<file path="config.mk">
export PLATFORM = sky130hd
export DESIGN_NAME = strseq_top
export DESIGN_NICKNAME = d
export VERILOG_FILES = /design/src/rtl/strseq_pkg.sv /design/src/rtl/strseq_step.sv /design/src/rtl/strseq_lane.sv /design/src/rtl/strseq_ctrl.sv /design/src/rtl/strseq_top.sv
export SDC_FILE = /design/constraint.sdc
export NUM_CORES = 1
export LEC_CHECK = 0
export CORE_MARGIN = 2
export CORE_UTILIZATION = 40
export CTS_CLUSTER_DIAMETER = 40
export DETAILED_ROUTE_END_ITERATION = 12
export DONT_BUFFER_PORTS = 1
export MAX_ROUTING_LAYER = met4
export PLACE_DENSITY = 0.54
export SLEW_MARGIN = 30
export SYNTH_ARGS = -nofsm -noshare
export SYNTH_HDL_FRONTEND = slang
export SYNTH_SLANG_ARGS = --single-unit
export TNS_END_PERCENT = 30
</file>
<file path="constraint.sdc">
create_clock -name clk -period 13.3 [get_ports clk]
set_clock_uncertainty 0.05 [all_clocks]
set_input_delay 1.995 -clock clk [delete_from_list [all_inputs] [get_ports clk]]
set_output_delay 1.995 -clock clk [all_outputs]
set_load 0.03 [all_outputs]
</file>
<file path="src/rtl/strseq_pkg.sv">
// Shared types and helpers for the string transfer sequencer.
// Assumes a 32-bit accumulator; index and count widths are parameters of the top.
package strseq_pkg;
    localparam int ACC_W = 32;

    typedef enum logic [1:0] {
        ST_IDLE = 2'd0,
        ST_ELEM = 2'd1,
        ST_RD   = 2'd2,
        ST_WR   = 2'd3
    } seq_state_e;

    localparam logic SEG_DATA  = 1'b0;
    localparam logic SEG_EXTRA = 1'b1;

    // Mask of the accumulator bits covered by an element of the given size code
    function automatic logic [ACC_W-1:0] lane_mask(input logic [1:0] sz);
        case (sz)
            2'd0:    lane_mask = 32'h0000_00FF;
            2'd1:    lane_mask = 32'h0000_FFFF;
            default: lane_mask = 32'hFFFF_FFFF;
        endcase
    endfunction
endpackage

</file>
<file path="src/rtl/strseq_step.sv">
// Index stepper: next index value for one element of the given size and direction.
// Assumes size code 3 behaves as 4 bytes; wrap is natural modulo 2^IDX_W.
module strseq_step #(
    parameter int IDX_W = 32
) (
    input  logic [IDX_W-1:0] idx_i,
    input  logic [1:0]       size_i,
    input  logic             dir_i,
    output logic [IDX_W-1:0] idx_o
);
    logic [IDX_W-1:0] mag;

    // Element width in bytes from the size code
    always_comb begin
        case (size_i)
            2'd0:    mag = IDX_W'(1);
            2'd1:    mag = IDX_W'(2);
            default: mag = IDX_W'(4);
        endcase
    end

    // Direction picks add or subtract
    always_comb idx_o = dir_i ? (idx_i - mag) : (idx_i + mag);
endmodule

</file>
<file path="src/rtl/strseq_lane.sv">
// Accumulator lane unit: merges read data into the low element slice of the
// accumulator and forms the masked write data for stores and moves.
// Assumes the move buffer already holds a masked element.
module strseq_lane
    import strseq_pkg::*;
(
    input  logic [1:0]       size_i,
    input  logic             move_i,
    input  logic [ACC_W-1:0] acc_i,
    input  logic [ACC_W-1:0] rdata_i,
    input  logic [ACC_W-1:0] buf_i,
    output logic [ACC_W-1:0] acc_merged_o,
    output logic [ACC_W-1:0] rd_slice_o,
    output logic [ACC_W-1:0] wdata_o
);
    logic [ACC_W-1:0] mask;

    // Element mask from size
    always_comb mask = lane_mask(size_i);

    // Slice insertion for loads, slice extraction for moves
    always_comb begin
        rd_slice_o   = rdata_i & mask;
        acc_merged_o = (acc_i & ~mask) | rd_slice_o;
    end

    // Write data source: move buffer or accumulator slice
    always_comb wdata_o = move_i ? buf_i : (acc_i & mask);
endmodule

</file>
<file path="src/rtl/strseq_ctrl.sv">
// Sequencer control: accepts a command while idle, then walks each element
// through an optional read phase and an optional write phase, and issues
// register update strobes. Assumes mem_ack is only meaningful while mem_req is high.
module strseq_ctrl
    import strseq_pkg::*;
(
    input  logic       clk,
    input  logic       rst_n,
    input  logic       cmd_valid,
    input  logic [1:0] cmd_op,
    input  logic [1:0] cmd_size,
    input  logic       cmd_dir,
    input  logic       cmd_rep,
    input  logic       cnt_zero,
    input  logic       cnt_one,
    input  logic       mem_ack,
    output logic       busy,
    output logic       done,
    output logic       mem_req,
    output logic       mem_we,
    output logic       mem_seg,
    output logic [1:0] op_q,
    output logic [1:0] size_q,
    output logic       dir_q,
    output logic       issue,
    output logic       ld_acc,
    output logic       ld_buf,
    output logic       step_src,
    output logic       step_dst,
    output logic       cnt_dec
);
    seq_state_e state;
    logic       rep_q;
    logic       elem_end;

    // An element completes on an acked read of a load or any acked write
    always_comb elem_end = mem_ack && ((state == ST_RD && !op_q[1]) || state == ST_WR);

    // State and command latch
    always_ff @(posedge clk) begin
        if (!rst_n) begin
            state  <= ST_IDLE;
            op_q   <= 2'b00;
            size_q <= 2'b00;
            dir_q  <= 1'b0;
            rep_q  <= 1'b0;
            done   <= 1'b0;
        end else begin
            done <= 1'b0;
            case (state)
                ST_IDLE: begin
                    if (cmd_valid) begin
                        op_q   <= cmd_op;
                        size_q <= cmd_size;
                        dir_q  <= cmd_dir;
                        rep_q  <= cmd_rep;
                        state  <= ST_ELEM;
                    end
                end
                ST_ELEM: begin
                    if (op_q == 2'b00 || (rep_q && cnt_zero)) begin
                        state <= ST_IDLE;
                        done  <= 1'b1;
                    end else if (op_q[0]) begin
                        state <= ST_RD;
                    end else begin
                        state <= ST_WR;
                    end
                end
                ST_RD: begin
                    if (mem_ack && op_q[1]) state <= ST_WR;
                end
                default: ;
            endcase
            if (elem_end) begin
                if (rep_q && !cnt_one) begin
                    state <= ST_ELEM;
                end else begin
                    state <= ST_IDLE;
                    done  <= 1'b1;
                end
            end
        end
    end

    // Memory request signals from state
    always_comb begin
        mem_req = (state == ST_RD) || (state == ST_WR);
        mem_we  = (state == ST_WR);
        mem_seg = (state == ST_WR) ? SEG_EXTRA : SEG_DATA;
        busy    = (state != ST_IDLE);
    end

    // Register update strobes
    always_comb begin
        issue    = (state == ST_IDLE) && cmd_valid;
        ld_acc   = (state == ST_RD) && mem_ack && !op_q[1];
        ld_buf   = (state == ST_RD) && mem_ack && op_q[1];
        step_src = ld_acc || ((state == ST_WR) && mem_ack && op_q[0]);
        step_dst = (state == ST_WR) && mem_ack;
        cnt_dec  = rep_q && elem_end;
    end

    // done lasts a single cycle
    a_r10_done_pulse: assert property (@(posedge clk) disable iff (!rst_n)
        done |=> !done);
    // done is reported only once busy has dropped
    a_r10_done_idle: assert property (@(posedge clk) disable iff (!rst_n)
        done |-> !busy);
    // a move writes only after its read has been acknowledged
    a_r5_read_first: assert property (@(posedge clk) disable iff (!rst_n)
        (mem_req && !mem_we && mem_ack && op_q == 2'b11) |=> (mem_req && mem_we));
endmodule

</file>
<file path="src/rtl/strseq_top.sv">
// String transfer address sequencer top: holds the source and destination
// indexes, the accumulator, the move buffer and the repeat counter, and drives
// the memory request port. Assumes a single outstanding memory request.
module strseq_top
    import strseq_pkg::*;
#(
    parameter int IDX_W = 32,
    parameter int CNT_W = 32
) (
    input  logic             clk,
    input  logic             rst_n,
    input  logic             wr_en,
    input  logic [1:0]       wr_sel,
    input  logic [31:0]      wr_data,
    input  logic             cmd_valid,
    input  logic [1:0]       cmd_op,
    input  logic [1:0]       cmd_size,
    input  logic             cmd_dir,
    input  logic             cmd_rep,
    input  logic [CNT_W-1:0] cmd_count,
    output logic             mem_req,
    output logic             mem_we,
    output logic             mem_seg,
    output logic [IDX_W-1:0] mem_addr,
    output logic [1:0]       mem_size,
    output logic [31:0]      mem_wdata,
    input  logic             mem_ack,
    input  logic [31:0]      mem_rdata,
    output logic [IDX_W-1:0] src_idx,
    output logic [IDX_W-1:0] dst_idx,
    output logic [31:0]      acc,
    output logic [CNT_W-1:0] rep_cnt,
    output logic             busy,
    output logic             done
);
    localparam int N_IDX = 2;

    logic [1:0]       op_q;
    logic [1:0]       size_q;
    logic             dir_q;
    logic             issue, ld_acc, ld_buf, step_src, step_dst, cnt_dec;
    logic [IDX_W-1:0] idx_q   [N_IDX];
    logic [IDX_W-1:0] idx_nxt [N_IDX];
    logic [N_IDX-1:0] step_en;
    logic [ACC_W-1:0] acc_q, buf_q, acc_merged, rd_slice, wdata;
    logic [CNT_W-1:0] cnt_q;

    strseq_ctrl u_ctrl (
        .clk      (clk),
        .rst_n    (rst_n),
        .cmd_valid(cmd_valid),
        .cmd_op   (cmd_op),
        .cmd_size (cmd_size),
        .cmd_dir  (cmd_dir),
        .cmd_rep  (cmd_rep),
        .cnt_zero (cnt_q == '0),
        .cnt_one  (cnt_q == CNT_W'(1)),
        .mem_ack  (mem_ack),
        .busy     (busy),
        .done     (done),
        .mem_req  (mem_req),
        .mem_we   (mem_we),
        .mem_seg  (mem_seg),
        .op_q     (op_q),
        .size_q   (size_q),
        .dir_q    (dir_q),
        .issue    (issue),
        .ld_acc   (ld_acc),
        .ld_buf   (ld_buf),
        .step_src (step_src),
        .step_dst (step_dst),
        .cnt_dec  (cnt_dec)
    );

    strseq_lane u_lane (
        .size_i      (size_q),
        .move_i      (op_q == 2'b11),
        .acc_i       (acc_q),
        .rdata_i     (mem_rdata),
        .buf_i       (buf_q),
        .acc_merged_o(acc_merged),
        .rd_slice_o  (rd_slice),
        .wdata_o     (wdata)
    );

    // Step enables per index: 0 source, 1 destination
    always_comb step_en = {step_dst, step_src};

    // One stepper and one register per index; write-port select equals index number
    for (genvar g = 0; g < N_IDX; g++) begin : g_idx
        strseq_step #(.IDX_W(IDX_W)) u_step (
            .idx_i (idx_q[g]),
            .size_i(size_q),
            .dir_i (dir_q),
            .idx_o (idx_nxt[g])
        );

        // Index register: software load while idle, element step while busy
        always_ff @(posedge clk) begin
            if (!rst_n) begin
                idx_q[g] <= '0;
            end else if (!busy && wr_en && wr_sel == 2'(g)) begin
                idx_q[g] <= IDX_W'(wr_data);
            end else if (step_en[g]) begin
                idx_q[g] <= idx_nxt[g];
            end
        end
    end

    // Accumulator and move buffer
    always_ff @(posedge clk) begin
        if (!rst_n) begin
            acc_q <= '0;
            buf_q <= '0;
        end else begin
            if (!busy && wr_en && wr_sel == 2'd2) acc_q <= wr_data;
            else if (ld_acc)                      acc_q <= acc_merged;
            if (ld_buf) buf_q <= rd_slice;
        end
    end

    // Repeat counter: loaded at a repeat issue, decremented per element
    always_ff @(posedge clk) begin
        if (!rst_n)                cnt_q <= '0;
        else if (issue && cmd_rep) cnt_q <= cmd_count;
        else if (cnt_dec)          cnt_q <= cnt_q - CNT_W'(1);
    end

    // Output mapping
    always_comb begin
        mem_addr  = mem_we ? idx_q[1] : idx_q[0];
        mem_size  = size_q;
        mem_wdata = wdata;
        src_idx   = idx_q[0];
        dst_idx   = idx_q[1];
        acc       = acc_q;
        rep_cnt   = cnt_q;
    end

    // a pending request holds its attributes until acknowledged
    a_r8_req_hold: assert property (@(posedge clk) disable iff (!rst_n)
        (mem_req && !mem_ack) |=> (mem_req && $stable(mem_addr) && $stable(mem_we) && $stable(mem_seg)));
    // requests only appear while busy
    a_r10_req_busy: assert property (@(posedge clk) disable iff (!rst_n)
        mem_req |-> busy);
    // an operation without a read phase never moves the source index
    a_r7_src_still: assert property (@(posedge clk) disable iff (!rst_n)
        (busy && !op_q[0]) |=> $stable(src_idx));
    // an operation without a write phase never moves the destination index
    a_r7_dst_still: assert property (@(posedge clk) disable iff (!rst_n)
        (busy && !op_q[1]) |=> $stable(dst_idx));
    // while busy the count only holds or drops by one
    a_r9_cnt_step: assert property (@(posedge clk) disable iff (!rst_n)
        busy |=> (rep_cnt == $past(rep_cnt) || rep_cnt == $past(rep_cnt) - CNT_W'(1)));
    // register writes are locked out while busy
    a_r2_acc_locked: assert property (@(posedge clk) disable iff (!rst_n)
        (busy && op_q != 2'b01) |=> $stable(acc));
endmodule

</file>
After elaboration in Yosys (flattened, before gate mapping):

Memory sizes are Yosys's and may differ from the RTL's.
Index checks and enable logic that the tools add are counted.

* $add $sub $neg: 5
* multipliers: 0
* divide/modulo/power cells: 0
* $lt $le $gt $ge: 0
* eq/ne operators: 10
* shifts and indexed selects: 0
* multiplexer cells: 41
* bitwise logic cells: 9
* reduce and logical (&&, ||, !) cells: 35

Operators with widths (number)
* 2-to-1 mux 32 bit: 12
* AND 32 bit: 3
* adder 32 x 3 -> 32 bit: 2
* case mux 32 bit (2 select lines): 1
* subtractor 32 x 3 -> 32 bit: 2
* equality test 32 x 1 -> 1 bit, second input constant: 1
* logical NOT 32 bit: 1
* NOT 32 bit: 1
* OR 32 bit: 1
* subtractor 32 x 1 -> 32 bit, second input constant: 1
* 2-to-1 mux 1 bit: 22
* logical AND 1 bit: 17
* equality test 2 bit, second input constant: 4
* logical NOT 2 bit: 4
* 2-to-1 mux 2 bit: 4
* equality test 2 x 1 -> 1 bit, second input constant: 3
* inequality test 3 x 2 -> 1 bit, second input constant: 2
* case mux 2 bit (3 select lines): 1
* case mux 3 bit (2 select lines): 1
* nonzero test 2 bit: 3
* logical OR 1 bit: 4
* OR 1 bit: 4
* nonzero test 4 bit: 1
* logical NOT 1 bit: 3
* other kinds (2): 2

* bits in registers: 105
* bits in latches: 0
* memory bits (writable): 64
* memory bits (read-only): 0
* input bits: 109
* output and inout port bits: 199
* logic and storage cells: 110
* memories kept: 1

Memory list
* idx_q: depth 2, width 32, rd ports 2, clocked after Yosys merged registers in 0, write ports 2, RTL line strseq_top.sv:42 `logic [IDX_W-1:0] idx_q [N_IDX];`

Longest topological paths before layout:

Gate-level depths: netlist (run 1).

* depth after elaboration: 9
* depth in mapped cells: 16

Hierarchy:

Synthesis (run 1) repeated with hierarchy kept, for this count alone.

* cell total of the unflattened synthesis: 1423
* area, all modules: 12564.6 µm²

Modules (own cells, without submodules)
* strseq_top: instances 1, cells each 720, area each 7424.6 µm², seq. area each 3843.7 µm²
* strseq_step: instances 2, cells each 253, area each 1790.5 µm², seq. area each 0.0 µm²
* strseq_lane: instances 1, cells each 129, area each 1021.0 µm², seq. area each 0.0 µm²
* strseq_ctrl: instances 1, cells each 68, area each 538.0 µm², seq. area each 180.2 µm²

Worst setup path before layout (run 1):

OpenSTA, ideal clock, no wires.

* path kind: register to output
* start: reg u_ctrl.size_q[1]
* end: out mem_wdata[21]
* arrival: 2.668 ns
* data required time: 11.255 ns
* slack: 8.587 ns
* stages on the path, launching flop included: 9
* cell sequence: dfxtp_1 > or2_2 > clkbuf_1 > ha_1 > buf_2 > clkbuf_1 > clkbuf_1 > nand2_1 > o21ai_0

* cells in the longest elaborated chain, start to end: 4
* elaborated cells on any way between the ends: 5

RTL lines
* start: declaration: RTL line strseq_ctrl.sv:23 `output logic [1:0] size_q,`
* start signal: assignment: RTL line strseq_ctrl.sv:54 `size_q <= cmd_size;`
* equality test 2 x 1 -> 1 bit / logical NOT 2 bit (equally long branches): RTL line strseq_pkg.sv:18 `case (sz)`
* case mux 32 bit (2 select lines) (*): RTL line strseq_pkg.sv:18
* AND 32 bit (*): RTL line strseq_lane.sv:28 `always_comb wdata_o = move_i ? buf_i : (acc_i & mask);`
* 2-to-1 mux 32 bit (*): RTL line strseq_lane.sv:28
* end: declaration: RTL line strseq_top.sv:26 `output logic [31:0] mem_wdata,`

Mark *: on every way between the ends. The rest lies on a longest branch, timed or not.

Final worst setup path (run 1):

* start: reg u_ctrl.size_q[1]
* end: out mem_wdata[26]

The elaborated chain is that of the path after synthesis.

==> results.md, run 1 <==
* Status: completed
* Root Driver: clkbuf_16
* Cell taking the most area after synthesis: dfxtp_1
* Post-Syn Instances at 1373
* Seq/Total Area, Yosys at 34.9%
* Flip-flop and latch area at 0.00403 sq mm
* Clk_lat worst skew at 0.44 ns
* CP required at 11.26 ns
* Layout Cells excl Fill at 1720
* Final Hold Fails at 0
* Ant. Diodes at 0
* Setup TNS at 0 ns
* Cts repair resizes at 0
* Post-Syn Area per Cell at 8.40 sq um
* CP Launch Point: u_ctrl.size_q[1]$_SDFFE_PN0P_
* Vias per cell at 5.90
* Post-Syn Area at 0.0115 sq mm
* CP Class: register to output port
* Ratio of cells with drive above 1 in the final layout at 8.98%
* Die area at 0.0302 sq mm
* CTS tree: built
* Clk buf depth at 2
* Vias at 10100
* Postcts setup bufs at 0
* Post-detail-place hpwl at 28100 um
* Buffers on Ports at 0
* Syn Nets at 1553
* Starting density of the core at 40.4%
* Cts bufs inserted at 17
* Worst-path clk slew at 0.07 ns
* Leakage at 0.00476 uW
* Final WL at 37900 um
* DR WL/cell at 22.0 um
* DR iter-0 viols at 990
* R2R Path Start: u_ctrl.size_q[1]$_SDFFE_PN0P_
* Filler cells at 2898
* First-pass GRT wire length at 58000 um
* Hold crit path type: register to register
* Synth Flop Type: dfxtp_1
* Multi-input gate area at 0.00711 sq mm
* Top-count cell post-synth: nand2_1
* H-tree levels at 4
* Placed cell count at 1688
* Die width at 174 um
* Hold path startpoint: buf_q[30]$_SDFFE_PN0P_
* Layout area overhead at 7.66%
* Nets@finish at 1503
* Max-Cap Viols at 0
* Io pins at 308
* Rel. slew slack at 35.6%
* Slew @ Worst Pin at 0.956 ns
* Vias in the first global route at 9605
* Final Max Tran Viols at 0
* Achievable Freq at 199 MHz
* Synth top cells by count: nand2_1 (215), nor2_1 (120), dfxtp_1 (105)
* Antenna violations before repair at 0
* FF+latch count, synth at 169
* CP endpoint kind: output port
* Pwr Density at 123 mW/mm^2
* CORE AREA at 0.0285 sq mm
* Number of flops mapped to enable cells by yosys at 64
* VDD IR max at 0.0673 mV
* Final setup viols at 0
* Crit path time final at 5.02 ns
* Top-area cell type share of the netlist area at 18.2%
* Post-route ant nets at 0
* Routability cong. at 0.911
* CTS Sinks at 169
* GRT overflow at 0
* Fraction of registers with async set/reset at 0%
* # hold bufs at CTS at 0
* RSZ-0062 raised after global routing: false
* Yosys warns at 0
* Synth cell types at 76
* Die Y at 174 um
* DR pass1 iterations at 6
* Pin count of the biggest net entering global routing at 100
* Tot GR Track Use at 25.4%
* Drc violations at 0
* Critical Path Source Type: register
* Top post-synthesis cells by area: dfxtp_1 (18%), edfxtp_1 (17%), ha_1 (7.5%), nand2_1 (7.0%), a21oi_1 (4.1%)
* Crit-path max FO at 57
* Tcrit/Tclk final at 37.7%
* Arr. time, crit path at 2.97 ns
* # rows at 62
per-stage QoR:
step,utilization (%),setup WS [ns],hold slack [ns],total power (uW),cell area (sq um)
floorplan,-,8.59,0.382,947,11500
global route,43.5,8.08,0.429,1610,12400
CTS,43.5,8.27,0.405,1540,12400
detailed placement,41.4,8.77,0.395,1020,11800
global placement,41.4,8.82,0.390,1020,11800
finish,43.5,8.28,0.406,1530,12400
final timing paths:
path,slack [ns],cells past startpoint,to
worst max-delay path,8.28,5,mem_wdata[26]
worst min-delay path,0.41,2,buf_q[30]$_SDFFE_PN0P_
worst max register to register,8.80,14,idx_q[1][30]$_SDFFCE_PN0P_
worst min register to register,0.41,2,buf_q[30]$_SDFFE_PN0P_
cells by family after synthesis:
| kind of cell | Yosys count | share of synthesized area, % |
|---|---|---|
| adders and majority gates | 71 | 7.84 |
| DFF | 169 | 34.9 |
| and+or+nand+nor | 500 | 19.6 |
| muxes | 48 | 4.59 |
| xor gates and xnor gates | 87 | 6.85 |
| buffers and inverters | 109 | 3.68 |
| AOI/OAI and AO/OA | 389 | 22.6 |
layout by cell type (no fill, tap or decap), drive strengths merged, types with 5 or more instances in the layout:
| master | n |
|---|---|
| a311oi | 27 |
| a31oi | 10 |
| a22o | 8 |
| a32o | 6 |
| inv | 35 |
| a21o | 43 |
| nand3b | 7 |
| and3 | 7 |
| nand2b | 10 |
| nor3b | 5 |
| nand2 | 215 |
| mux2i | 9 |
| clkbuf | 19 |
| o211ai | 7 |
| or2 | 6 |
| a22oi | 13 |
| nor4 | 8 |
| o21ai | 99 |
| buf | 13 |
| nand3 | 57 |
| nor3 | 19 |
| o21a | 6 |
| dfxtp | 105 |
| a211oi | 39 |
| xor2 | 44 |
| nand4 | 10 |
| nor2 | 121 |
| xnor2 | 41 |
| and2 | 9 |
| nor2b | 11 |
| a21oi | 95 |
| ha | 69 |
| mux2 | 39 |
| edfxtp | 64 |
| or3 | 7 |
power breakdown:
part / switching [uW] / internal (uW)
clock network: 236 / 279
logic: 214 / 125
registers: 107 / 572
per-layer routing:
metal | vias to the layer above | part of all wire (%) | global-route usage, %
li1 | 4883 | - | -
met1 | 4822 | 46 | 35.0
met2 | 400 | 43 | 37.1
met3 | 40 | 9.2 | 6.84
met4 | 0 | 1.6 | 5.60
met5 | - | 0 | -
critical path, stage by stage (launching register included):
cell	delay, ns
dfxtp_1	0.55
or2_2	0.38
ha_2	0.23
buf_4	0.46
nand2_1	0.12
o21ai_0	0.75
cell type report:
| cell class | count | area share (%) |
|---|---|---|
| clock buffers | 19 | 3.74 |
| clock inverters | 13 | 1.01 |
| inverters | 27 | 0.837 |
| multi-input cells | 1095 | 57.3 |
| flip-flops and latches | 169 | 32.4 |
| well taps | 384 | 3.87 |
| repair buffers | 13 | 0.817 |
No activity file was read; power rests on OpenSTA's default activity.
==> run 2: changes to the inputs <==
- clock period: 13.3 -> 4.67 ns (I/O delays scaled with it)
==> run 2 against run 1 <==
  * Largest cell class unchanged
  * Non-clock buffer count is 16 higher
  * Via count is 0.25% higher
  * Sequential power grew to 2.8 times the previous value
  * Die area stayed put
  * Wire length is 0.10% lower
==> results.md, run 2 (synthesis gave the netlist of run 1 again) <==
* Tot GR Track Use at 25.3% (-0.069 points)
* Antenna violations before repair at 0 (unchanged)
* Place WS at 0.418 ns (-8.35 ns)
* Worst reg-to-reg setup slack at 0.43 ns (-8.37 ns)
* Starting density of the core at 40.4% (unchanged)
* Drc violations at 0 (unchanged)
* Achievable Freq at 236 MHz
* Hold path endpoint: buf_q[7]$_SDFFE_PN0P_
* RSZ-0062 raised after global routing: false
* CORE AREA at 0.0285 sq mm (unchanged)
* DR WL/cell at 21.8 um (-1.0%)
* CP max-delay cell: dfxtp_1
* Tcrit/Tclk final at 90.7%
* Most frequent cells in the layout: nand2_1 (214), nor2_1 (117), dfxtp_1 (104), a21oi_1 (95), o21ai_0 (88)
* CP Class: register to register
* Clk buf depth at 2 (unchanged)
* DR iter-0 viols at 791 (-20%)
* Slowest stage delay, CP at 0.55 ns (-0.20 ns)
* Critical Path Source Type: register
* Ratio of cells with drive above 1 in the final layout at 9.99% (+1.0 points)
* Setup TNS at 0 ns (unchanged)
* Filler cells at 2886 (-0.41%)
* Hold path startpoint: mem_rdata[7]
* Cell repeated most along the worst path: nor2b_1
* Reg2reg path depth at 15 (+1)
* Design Power at 4420 uW (+190%)
* Final Max Tran Viols at 0 (unchanged)
* Final setup viols at 0 (unchanged)
* Leakage at 0.00485 uW (+1.7%)
* Hold crit path type: primary input to register
* Final WL at 37900 um (-0.10%)
* Final worst slack at 0.434 ns (-7.85 ns)
* First-pass GRT wire length at 57800 um (-0.29%)
* Worst Hold Margin at 0.336 ns (-0.0691 ns)
* Final Hold Fails at 0 (unchanged)
* Die area at 0.0302 sq mm (unchanged)
* CTS tree: built
* GRT overflow at 0 (unchanged)
* Pwr Density at 352 mW/mm^2 (+190%)
* Rel. slew slack at 34.2% (-1.4 points)
* Critical Path, Cell by Cell: nor2b_1 > inv_1 > ha_2 > mux2_2 > fa_1 > nor2b_1 > o311ai_2 > o311ai_4 > a41o_1 > a41oi_1 > nor3_2 > o2111ai_1 > a31oi_1 > xnor2_1 > o21ai_1
* Slew @ Worst Pin at 0.977 ns (+0.0212 ns)
* # rows at 62 (unchanged)
* Post-detail-place hpwl at 28200 um (+0.37%)
* Layout area overhead at 8.79%
* Clk_lat worst skew at 0.44 ns (about the same)
* Cts repair resizes at 0 (unchanged)
* Root Driver: clkbuf_16
* Postcts setup bufs at 0 (unchanged)
* Crit path time final at 4.24 ns
* Vias at 10200 (+0.25%)
* Crit-path max FO at 4 (-93%)
* CTS Sinks at 169 (unchanged)
* H-tree levels at 4 (unchanged)
* Buffers on Ports at 0 (unchanged)
* Io pins at 308 (unchanged)
* Vias in the first global route at 9563 (-0.44%)
* DR pass1 iterations at 5 (-1)
* Pin count of the biggest net entering global routing at 82 (-18%)
* VDD IR max at 0.223 mV (+230%)
* Routability cong. at 0.911 (about the same)
* Post-route ant nets at 0 (unchanged)
* # hold bufs at CTS at 0 (unchanged)
* Die width at 174 um (unchanged)
* CP endpoint kind: register
* Nets@finish at 1519 (+1.1%)
* Layout Cells excl Fill at 1736 (+0.93%)
* Ant. Diodes at 0 (unchanged)
* Max-Cap Viols at 0 (unchanged)
* Commonest non-fill, non-tap cell in the layout: nand2_1
* CP required at 4.79 ns (-6.47 ns)
* Placed cell count at 1704 (+0.95%)
* Vias per cell at 5.86 (-0.68%)
* Status: completed
* Worst-path clk slew at 0.07 ns (about the same)
* Arr. time, crit path at 4.36 ns (+1.39 ns)
* Die Y at 174 um (unchanged)
* Worst R2R End: idx_q[1][30]$_SDFFCE_PN0P_
* Cts bufs inserted at 17 (unchanged)
* R2R Path Start: u_ctrl.size_q[0]$_SDFFE_PN0P_
* Min-Delay Path Depth at 2 (unchanged)
## run 2: changes by cell type in the layout (fill, tap and decap cells not counted), sizes merged
cell | previous run | this run
buf | 13 | 29
clkinv | 4 | 1
bufinv | 1 | 2
clkinvlp | 0 | 1
inv | 35 | 36
## run 2: stage by stage
step	utilization [%]	instance area, sq um
2_1_floorplan	-	11500
3_3_place_gp	41.8	11900
3_5_place_dp	41.8	11900
4_1_cts	43.9	12500
5_1_grt	43.9	12500
6_report	43.9	12500
## run 2: worst max-delay path by stage
| stage | startpoint | end | slack [ns] | cells after the start |
|---|---|---|---|---|
| after floorplan | u_ctrl.dir_q$_SDFFE_PN0P_ | idx_q[1][30]$_SDFFCE_PN0P_ | 0.15 | 13 |
| after global placement | u_ctrl.size_q[0]$_SDFFE_PN0P_ | idx_q[1][30]$_SDFFCE_PN0P_ | 0.50 | 15 |
| after detailed placement | u_ctrl.size_q[0]$_SDFFE_PN0P_ | idx_q[0][30]$_DFFE_PP_ | 0.42 | 16 |
| after CTS | u_ctrl.size_q[0]$_SDFFE_PN0P_ | idx_q[1][30]$_SDFFCE_PN0P_ | 0.41 | 15 |
| after global routing | u_ctrl.size_q[0]$_SDFFE_PN0P_ | idx_q[0][30]$_DFFE_PP_ | 0.17 | 16 |
| final | u_ctrl.size_q[0]$_SDFFE_PN0P_ | idx_q[1][30]$_SDFFCE_PN0P_ | 0.43 | 15 |
## run 2: where the power goes
group / internal, uW / leakage [uW] / switching, uW / total (uW)
registers: 1630 / 0.00153 / 302 / 1930
logic: 364 / 0.00303 / 611 / 975
clock network: 835 / 0.000296 / 678 / 1510
total: 2830 / 0.00485 / 1590 / 4420
## run 2: cell type report
type	count	area, sq um	share of cell area [%]
clock inverters	13	149	1.19
well taps	384	480	3.83
repair buffers	29	218	1.74
inverters	27	104	0.828
multi-input cells	1095	7110	56.7
flip-flops and latches	169	4030	32.1
clock buffers	19	454	3.62
## run 2: worst max-delay path, delay by kind of cell (launching register included)
family	cells	cell delay, ns
AOI/OAI and AO/OA	7	1.38
and+or+nand+nor	3	0.73
adders and majority gates	2	0.72
DFF	1	0.55
muxes	1	0.31
xor gates and xnor gates	1	0.14
buffers and inverters	1	0.08
## run 2: per-layer routing
metal | vias up | part of all wire (%) | GRT usage (%)
met3 | 56 | 8.7 | 6.86
met4 | 0 | 2.4 | 7.91
met2 | 392 | 43 | 36.2
met5 | - | 0 | -
li1 | 4907 | - | -
met1 | 4815 | 46 | 34.6
==> run 3: changes to the inputs <==
- CTS_BUF_LIST: unset -> sky130_fd_sc_hd__clkbuf_2 sky130_fd_sc_hd__clkbuf_4 sky130_fd_sc_hd__clkbuf_8
- GPL_TIMING_DRIVEN: unset -> 1
==> run 3 against run 2 <==
  * Non-clock buffer count unchanged
  * Global-route usage decreased by 0.12 points
  * Count of clock-buffer cells in the layout down 1
  * Utilization is 0.64 points lower
  * Hold slack worse by 0.039 ns
  * First-iteration DRC count rose by 0.38%
  * Setup slack worse by 0.0067 ns
  * Die area unchanged
  * Clock power down 22%
==> results.md, run 3 (synthesis gave the netlist of run 1 again) <==
* CP delay by family, top: compound AO/OA/AOI/OAI gates
* Met2 Track Usage GR at 36.1% (-0.066 points)
* Slowest stage delay, CP at 0.56 ns (about the same)
* Buf/Inv on CP at 1 (unchanged)
* Pint at 2540 uW (-10%)
* Worst reg-to-reg setup slack at 0.43 ns (about the same)
* Final worst slack at 0.427 ns (-0.00674 ns)
* Status: completed
* Final Max Tran Viols at 0 (unchanged)
* Worst R2R End: idx_q[1][30]$_SDFFCE_PN0P_
* Final WL at 37800 um (-0.26%)
* Vias in the first global route at 9550 (-0.14%)
* Crit path time final at 4.24 ns (+0.00674 ns)
* GR Layer Usage met3 at 7.39% (+0.53 points)
* CTS tree: built
* Tcrit/Tclk final at 90.8% (+0.14 points)
* CTS Sinks at 169 (unchanged)
* Min-Delay Path Depth at 2 (unchanged)
* Cts bufs inserted at 17 (unchanged)
* Ant. Diodes at 0 (unchanged)
* Sw frac at 37.7% (+1.7 points)
* Clk buf depth at 2 (unchanged)
* Part of the power in registers at 47.3% (+3.6 points)
* DR iter-0 viols at 794 (+0.38%)
* Rel. slew slack at 34.4% (+0.22 points)
* RSZ-0062 raised after global routing: false
* Cell repeated most along the worst path: nor2b_1
* Reg2reg path depth at 15 (unchanged)
* Setup TNS at 0 ns (unchanged)
* Slew @ Worst Pin at 0.974 ns (-0.00325 ns)
* Most frequent cells in the layout: nand2_1 (214), nor2_1 (117), dfxtp_1 (104), a21oi_1 (95), o21ai_0 (88)
* Layout Cells excl Fill at 1736 (unchanged)
* CP required at 4.82 ns (+0.03 ns)
* # rows at 62 (unchanged)
* Die area at 0.0302 sq mm (unchanged)
* Starting density of the core at 40.4% (unchanged)
* Die Y at 174 um (unchanged)
* Flip-flop and latch area at 0.00403 sq mm (unchanged)
* # hold bufs at CTS at 0 (unchanged)
* First-pass GRT wire length at 57700 um (-0.24%)
* Io pins at 308 (unchanged)
* Leakage at 0.00477 uW (-1.7%)
* Met1 usage at 34.6% (about the same)
* Drc violations at 0 (unchanged)
* Nets@finish at 1519 (unchanged)
* Routability cong. at 0.911 (unchanged)
* GRT overflow at 0 (unchanged)
* Cts repair resizes at 0 (unchanged)
* Critical Path Source Type: register
* Final setup viols at 0 (unchanged)
* Tot GR Track Use at 25.2% (-0.12 points)
* Clock power frac at 28.9% (-5.4 points)
* Vias at 10100 (-0.80%)
* Commonest non-fill, non-tap cell in the layout: nand2_1
* Postcts setup bufs at 0 (unchanged)
* Clk_lat worst skew at 0.48 ns (+0.04 ns)
* GR peak layer: met2
* Critical Path, Cell by Cell: nor2b_1 > inv_1 > ha_2 > mux2_2 > fa_1 > nor2b_1 > o311ai_2 > o311ai_4 > a41o_1 > a41oi_1 > nor3_2 > o2111ai_1 > a31oi_1 > xnor2_1 > o21ai_1
* Layout area overhead at 7.21%
* Vias per cell at 5.81 (-0.80%)
* Arr. time, crit path at 4.40 ns (+0.04 ns)
* Buffers on Ports at 0 (unchanged)
* Hold path startpoint: mem_rdata[6]
* Achievable Freq at 236 MHz (-0.16%)
* Place WS at 0.418 ns (unchanged)
* Post-detail-place hpwl at 28200 um (unchanged)
* Pwr Density at 330 mW/mm^2 (-6.3%)
* Crit-path max FO at 4 (unchanged)
* H-tree levels at 4 (unchanged)
* VDD IR max at 0.171 mV (-23%)
* Switching Power at 1540 uW (-3.2%)
* CP max-delay cell: dfxtp_1
* Multi-input gate area at 0.00711 sq mm (unchanged)
* CORE AREA at 0.0285 sq mm (unchanged)
* Post-route ant nets at 0 (unchanged)
* Design area at 0.0124 sq mm (-1.5%)
* Area after DPL at 0.0119 sq mm (unchanged)
* Worst-path clk slew at 0.10 ns (+0.03 ns)
* Logic pwr share at 23.9% (+1.8 points)
* DR WL/cell at 21.8 um (-0.26%)
* Filler cells at 2904 (+0.62%)
* CP Class: register to register
* Worst Hold Margin at 0.298 ns (-0.0386 ns)
* Placed cell count at 1704 (unchanged)
* R2R Path Start: u_ctrl.size_q[0]$_SDFFE_PN0P_
* DR pass1 iterations at 8 (+3)
* Pin count of the biggest net entering global routing at 82 (unchanged)
* CP endpoint kind: register
* Ratio of cells with drive above 1 in the final layout at 10.1% (+0.074 points)
* Die width at 174 um (unchanged)
* Hold crit path type: primary input to register
* Antenna violations before repair at 0 (unchanged)
* Max-Cap Viols at 0 (unchanged)
* Root Driver: clkbuf_8
* Hold path endpoint: buf_q[6]$_SDFFE_PN0P_
* Final Hold Fails at 0 (unchanged)
==> run 3: changes by cell type in the layout (fill, tap and decap cells not counted) <==
cell,previous run,this run
clkbuf_16,18,0
clkbuf_4,0,1
clkbuf_8,0,17
clkbuf_1,1,0
bufinv_16,2,3
==> run 3: through the flow <==
step	utilization (%)	total power [uW]
6_report	43.3	4080
2_1_floorplan	-	2700
5_1_grt	43.3	4290
3_3_place_gp	41.8	2920
3_5_place_dp	41.8	2930
4_1_cts	43.3	4100
==> run 3: worst max path at each step <==
stage | cells after the start | to | startpoint
6_report | 15 | idx_q[1][30]$_SDFFCE_PN0P_ | u_ctrl.size_q[0]$_SDFFE_PN0P_
5_1_grt | 16 | idx_q[0][30]$_DFFE_PP_ | u_ctrl.size_q[0]$_SDFFE_PN0P_
2_1_floorplan | 13 | idx_q[1][30]$_SDFFCE_PN0P_ | u_ctrl.dir_q$_SDFFE_PN0P_
4_1_cts | 15 | idx_q[1][30]$_SDFFCE_PN0P_ | u_ctrl.size_q[0]$_SDFFE_PN0P_
3_5_place_dp | 16 | idx_q[0][30]$_DFFE_PP_ | u_ctrl.size_q[0]$_SDFFE_PN0P_
3_3_place_gp | 15 | idx_q[1][30]$_SDFFCE_PN0P_ | u_ctrl.size_q[0]$_SDFFE_PN0P_
==> run 3: cell type report <==
cell class,count,share of cell area (%)
Clock buffer,18,1.95
Clock inverter,14,1.45
Inverter,27,0.840
Multi-Input combinational cell,1095,57.5
Sequential cell,169,32.6
Tap cell,384,3.89
Timing Repair Buffer,29,1.76
==> run 3: power groups by stage <==
stage	logic, uW	clock network [uW]	registers, uW
2_1_floorplan	781	0	1920
3_3_place_gp	961	0	1960
3_5_place_dp	966	0	1960
4_1_cts	972	1200	1930
5_1_grt	1080	1270	1940
6_report	974	1180	1930
==> run 3: metal layers <==
layer	routed length (um)	up-vias	share of wire [%]
met2	16200	397	43
li1	-	4895	-
met5	0	-	0
met4	764	0	2.0
met1	17500	4757	46
met3	3330	40	8.8
